===== config.mk =====
export PLATFORM = sky130hd
export DESIGN_NAME = gpio_chg_port
export DESIGN_NICKNAME = d
export VERILOG_FILES = /design/src/rtl/gpio_chg_port.sv
export SDC_FILE = /design/constraint.sdc
export NUM_CORES = 1
export LEC_CHECK = 0
export BUFFER_PORTS_ARGS = -buffer_cell sky130_fd_sc_hd__buf_2
export CORE_UTILIZATION = 47
export CTS_BUF_LIST = sky130_fd_sc_hd__clkbuf_8
export DETAILED_ROUTE_END_ITERATION = 8
export GPL_TIMING_DRIVEN = 0
export PLACE_DENSITY_LB_ADDON = 0.1
export REMOVE_ABC_BUFFERS = 1
export SYNTH_ARGS = -nofsm -noshare
export SYNTH_HDL_FRONTEND = slang
export SYNTH_SLANG_ARGS = --single-unit

===== constraint.sdc =====
create_clock -name clk -period 1.5 [get_ports clk]
set_input_delay 0.15 -clock clk [delete_from_list [all_inputs] [get_ports clk]]
set_output_delay 0.15 -clock clk [all_outputs]
set_load 0.05 [all_outputs]

===== src/rtl/gpio_chg_port.sv =====
module gpio_chg_port #(
  parameter int WIDTH  = 8,
  parameter int CHG_LO = 4
) (
  input  logic             clk,
  input  logic             rst_n,
  input  logic             bus_sel,
  input  logic             bus_wr,
  input  logic             bus_rd,
  input  logic [1:0]       bus_addr,
  input  logic [WIDTH-1:0] bus_wdata,
  input  logic [WIDTH-1:0] bus_wmask,
  output logic [WIDTH-1:0] bus_rdata,
  input  logic [WIDTH-1:0] pin_in,
  input  logic [WIDTH-1:0] alt_en,
  input  logic [WIDTH-1:0] alt_oe,
  input  logic [WIDTH-1:0] alt_out,
  output logic [WIDTH-1:0] pad_oe,
  output logic [WIDTH-1:0] pad_out,
  output logic [WIDTH-1:0] pad_pullup,
  output logic             irq,
  output logic             wake
);
  localparam int CHG_W = WIDTH - CHG_LO;

  logic [WIDTH-1:0] sync1, pin_s, dir_q, lat_q;
  logic [CHG_W-1:0] snap_q, diff;
  logic             pu_dis, ie, flag_q, mism;
  logic             wr_port, wr_dir, wr_ctl, wr_sts, port_acc;

  assign wr_port  = bus_sel & bus_wr & (bus_addr == 2'd0);
  assign wr_dir   = bus_sel & bus_wr & (bus_addr == 2'd1);
  assign wr_ctl   = bus_sel & bus_wr & (bus_addr == 2'd2);
  assign wr_sts   = bus_sel & bus_wr & (bus_addr == 2'd3);
  assign port_acc = bus_sel & (bus_wr | bus_rd) & (bus_addr == 2'd0);

  always_ff @(posedge clk or negedge rst_n)
    if (!rst_n) begin
      sync1 <= '0;
      pin_s <= '0;
    end else begin
      sync1 <= pin_in;
      pin_s <= sync1;
    end

  always_ff @(posedge clk or negedge rst_n)
    if (!rst_n) begin
      dir_q  <= '1;
      lat_q  <= '0;
      pu_dis <= 1'b1;
      ie     <= 1'b0;
    end else begin
      if (wr_dir)  dir_q <= bus_wdata;
      if (wr_port) lat_q <= (pin_s & ~bus_wmask) | (bus_wdata & bus_wmask);
      if (wr_ctl) begin
        pu_dis <= bus_wdata[WIDTH-1];
        ie     <= bus_wdata[0];
      end
    end

  assign pad_oe     = (alt_en & alt_oe) | (~alt_en & ~dir_q);
  assign pad_out    = (alt_en & alt_out) | (~alt_en & lat_q);
  assign pad_pullup = pu_dis ? '0 : ~pad_oe;

  assign diff = (pin_s[WIDTH-1:CHG_LO] ^ snap_q) & ~pad_oe[WIDTH-1:CHG_LO];
  assign mism = |diff;

  always_ff @(posedge clk or negedge rst_n)
    if (!rst_n) begin
      snap_q <= '0;
      flag_q <= 1'b0;
    end else begin
      if (port_acc) snap_q <= pin_s[WIDTH-1:CHG_LO];
      if (mism && !port_acc)           flag_q <= 1'b1;
      else if (wr_sts && !bus_wdata[0]) flag_q <= 1'b0;
    end

  assign irq  = flag_q & ie;
  assign wake = ie & (flag_q | mism);

  always_comb
    case (bus_addr)
      2'd0:    bus_rdata = pin_s;
      2'd1:    bus_rdata = dir_q;
      2'd2:    bus_rdata = {pu_dis, {(WIDTH-2){1'b0}}, ie};
      default: bus_rdata = {{(WIDTH-1){1'b0}}, flag_q};
    endcase
endmodule


==> out/results.md <==
### Placement
- 88 — number of port buffers
- 2.76 mm — Detailed Place HPWL
- 0.714 — placer's final routability congestion estimate
- -42.9 ps — dpl ws
- 2290 sq um — DP Area

### Synthesis
- 12.1 sq um — Avg Inst Size Synth
- 150 — post-synthesis cell count
- 39 — number of storage elements in the synthesis netlist
- 0 — yosys warns
- 25 — unique cell type count in the Yosys netlist
- 0.546 — sequential cell area fraction in the yosys report
- 1810 sq um — area of the mapped netlist

### Pwr
- 1.23 mW — switching component of the power
- 3.29 mW — total power
- 1.24 nW — standby leakage power
- 0.229 — part of the total power dissipated in the clock network
- 2.06 mW — internal power summed over all cells
- 0.362 — Combinational Power Share
- 0.409 — power share of the sequential group
- 784 uV — highest ir drop seen on vdd
- 0.373 — switching power as a share of total power
- 1300 nW/um^2 — PwrDens

### Layout
- 308 — fin nets
- 317 — number of inserted filler cells in the final layout
- 2530 sq um — Final Instance Area
- 0.687 — Final Util
- 40.0% — synthesis-to-finish area growth
- 0.528 — share of layout cells above drive strength 1
- 0 — total inserted antenna cells

### Die
- 22 — Row Count
- 89 — I/O pins
- 64.0 um — Die Height
- 64.0 um — Horiz. Die Dim
- 3690 sq um — core footprint
- 4100 sq um — area of the die
- 0.491 — starting density of the core

### Worst setup path
- reg2out — Setup CP Type
- 1350 ps — CP required
- pin_s[6] — start point of the critical path
- pin_s[6] — worst reg2reg path startpoint
- 4 — worst-path fanout max
- 1530 ps — Arr. time, crit path
- output pin — endpoint type of the worst setup path
- flop — element type at the critical path start

### GRT
- 0.390 — met2 Resource Use GR
- 6.43 mm — global-route wire length before repair
- 1457 — number of global-route vias before repair
- 0 — leftover overflow at the end of global routing
- 0.238 — met1 Track Usage GR
- 0 — number of antenna violations at the first check in global routing
- 40 — maximum number of pins on one net before global-route repair
- 0.0393 — global routing met3 resource utilization
- met2 — GRT busiest layer
- 0.216 — GRT Total Usage

### STA
- -181 ps — Worst Slack Setup Final
- yes — setup repair after global routing missed its margin
- 0 — number of hold-slack violations in the final timing report
- 3.42 ps — worst-case clock skew
- 1.12 — share of the clock period used by the worst path
- 0.435 — Rel. slew slack
- 1 — Setup-failing EPs final
- 595 MHz — FMAX
- 0 — Slew Viols, Final
- 847 ps — slew at the pin with the worst max-slew slack
- 1680 ps — clock period minus final worst setup slack

### Clocking
- 70 ps — clock transition at the registers of the reported paths
- 2 — CTS H-Tree Depth
- sky130_fd_sc_hd__clkbuf_8 — clock root cell
- 39 — Num Clock Sinks
- 2 — maximum number of buffers from clock root to sink
- 5 — Num CTS Buffers
- 280 ps — worst skew pair latency
- done — CTS tree

### Routing
- 3.98 mm — final WL
- 0 — Detail Route Antenna Nets
- 1499 — Via Count
- 0 — Residual DRC
- 24 — DR iter-0 viols
- 4 — drt first pass iters
- 4.96 — post-detailed-route via-to-cell ratio
- 13.2 um — wire length per cell

### Run status
- complete, but fails checks — status
- negative setup slack — violations in the final reports

### Job
- 0 — count of max-cap constraint violations

### Hold path
- in2reg — Hold Path Class
- bus_wdata[4] — start point of the worst min-delay path

[final cells by class]
| type | count | area [sq um] | share of cell area |
|---|---|---|---|
| well taps | 48 | 60.1 | 0.0237 |
| inverters | 1 | 3.75 | 0.00148 |
| flip-flops and latches | 39 | 987 | 0.390 |
| multi-input cells | 106 | 798 | 0.315 |
| clock buffers | 7 | 96.3 | 0.0380 |
| clock inverters | 1 | 3.75 | 0.00148 |
| repair buffers | 100 | 584 | 0.231 |
[power by group through the flow]
stage                     Clock [mW]  Sequential [mW]  Combinational, mW
final                          0.753             1.34               1.19
after global routing           0.820             1.37               1.27
after CTS                      0.775             1.35               1.18
after detailed placement           0             1.39               1.10
after global placement             0             1.38               1.09
after floorplan                    0             1.34              0.841
[routing by layer]
metal | vias to the layer above | share of wire | routed length, um
met5 | - | 0 | 0
met4 | 0 | 0.010 | 40
met3 | 4 | 0.053 | 211
met2 | 54 | 0.52 | 2080
met1 | 707 | 0.42 | 1660
li1 | 734 | - | -
[cell families after synthesis]
logic type | count (synthesis) | share of synthesized area
AO/OA/AOI/OAI | 24 | 0.0754
XOR/XNOR | 4 | 0.0194
buffers and inverters | 5 | 0.0152
flip-flops | 39 | 0.546
multiplexers | 38 | 0.232
AND/OR/NAND/NOR | 40 | 0.112
[flip-flops by register name, indices dropped and copies added, names as in the netlist]
register  cells
pu_dis        1
pin_s         8
flag_q        1
sync1         8
ie            1
dir_q         8
snap_q        4
lat_q         8
[cells in the mapped netlist]
cell,count,area share
sky130_fd_sc_hd__o21ai_0,11,0.030
sky130_fd_sc_hd__mux4_2,1,0.012
sky130_fd_sc_hd__xnor2_1,1,0.0048
sky130_fd_sc_hd__xor2_1,3,0.015
sky130_fd_sc_hd__nand2_1,10,0.021
sky130_fd_sc_hd__a21oi_1,8,0.022
sky130_fd_sc_hd__and2_1,1,0.0035
sky130_fd_sc_hd__buf_2,1,0.0028
sky130_fd_sc_hd__dfstp_2,9,0.13
sky130_fd_sc_hd__mux2_2,22,0.14
sky130_fd_sc_hd__nand4_1,1,0.0035
sky130_fd_sc_hd__a21boi_0,1,0.0042
sky130_fd_sc_hd__nand4b_1,1,0.0048
sky130_fd_sc_hd__nor3_4,1,0.0090
sky130_fd_sc_hd__buf_4,2,0.0083
sky130_fd_sc_hd__o211ai_1,3,0.012
sky130_fd_sc_hd__inv_1,1,0.0021
sky130_fd_sc_hd__clkbuf_1,1,0.0021
sky130_fd_sc_hd__dfrtp_1,30,0.41
sky130_fd_sc_hd__and2b_1,1,0.0042
sky130_fd_sc_hd__o2111a_1,1,0.0062
sky130_fd_sc_hd__mux2i_1,15,0.083
sky130_fd_sc_hd__nor2_1,23,0.048
sky130_fd_sc_hd__nor4b_4,1,0.013
sky130_fd_sc_hd__nand3_2,1,0.0055
[timing repair]
action                                  in CTS  in global routing
pin swaps                                    2                  0
buffers inserted                             3                  0
endpoints found under the setup margin       3                 10
hold endpoints to repair                    38                  0
hold buffers                                 9                  0
gates cloned                                 0                  0
gates resized for setup                      6                 14
[final timing paths]
| kind | slack [ps] | cells after the start | endpoint |
|---|---|---|---|
| hold reg to reg | 350 | 0 | pin_s[1] |
| min in group asynchronous | 530 | 2 | snap_q[3] |
| setup / recovery | -180 | 5 | wake |
| max in group asynchronous | 450 | 2 | pin_s[5] |
| hold / removal | 110 | 2 | dir_q[4] |
| setup reg to reg | 320 | 4 | flag_q |
[critical path: stages, from the launching register on]
cell and delay [ps]:
sky130_fd_sc_hd__dfrtp_1 420, sky130_fd_sc_hd__xor2_1 170, sky130_fd_sc_hd__o211ai_1 130, sky130_fd_sc_hd__o2111a_1 180, sky130_fd_sc_hd__a21boi_1 130, sky130_fd_sc_hd__buf_4 210
[through the flow]
stage,hold WS (ps),cells,TNS (ps)
global placement,258,282,-56.8
global route,109,302,-309
CTS,106,302,-179
detailed placement,259,282,-42.9
finish,114,302,-181
floorplan,-146,146,-9510
[cell usage in the layout (no fill, tap or decap), types with 2 or more instances in the layout]
cell	n
sky130_fd_sc_hd__dfstp_2	9
sky130_fd_sc_hd__clkbuf_4	5
sky130_fd_sc_hd__clkbuf_8	7
sky130_fd_sc_hd__nand2_1	10
sky130_fd_sc_hd__mux2i_1	15
sky130_fd_sc_hd__dlygate4sd3_1	9
sky130_fd_sc_hd__inv_1	2
sky130_fd_sc_hd__buf_4	8
sky130_fd_sc_hd__mux2_2	22
sky130_fd_sc_hd__o21ai_0	9
sky130_fd_sc_hd__dfrtp_1	30
sky130_fd_sc_hd__nor2_1	23
sky130_fd_sc_hd__xor2_1	3
sky130_fd_sc_hd__o211ai_1	3
sky130_fd_sc_hd__buf_2	77
sky130_fd_sc_hd__a21oi_1	8
Power figures use the tool's default switching activity.
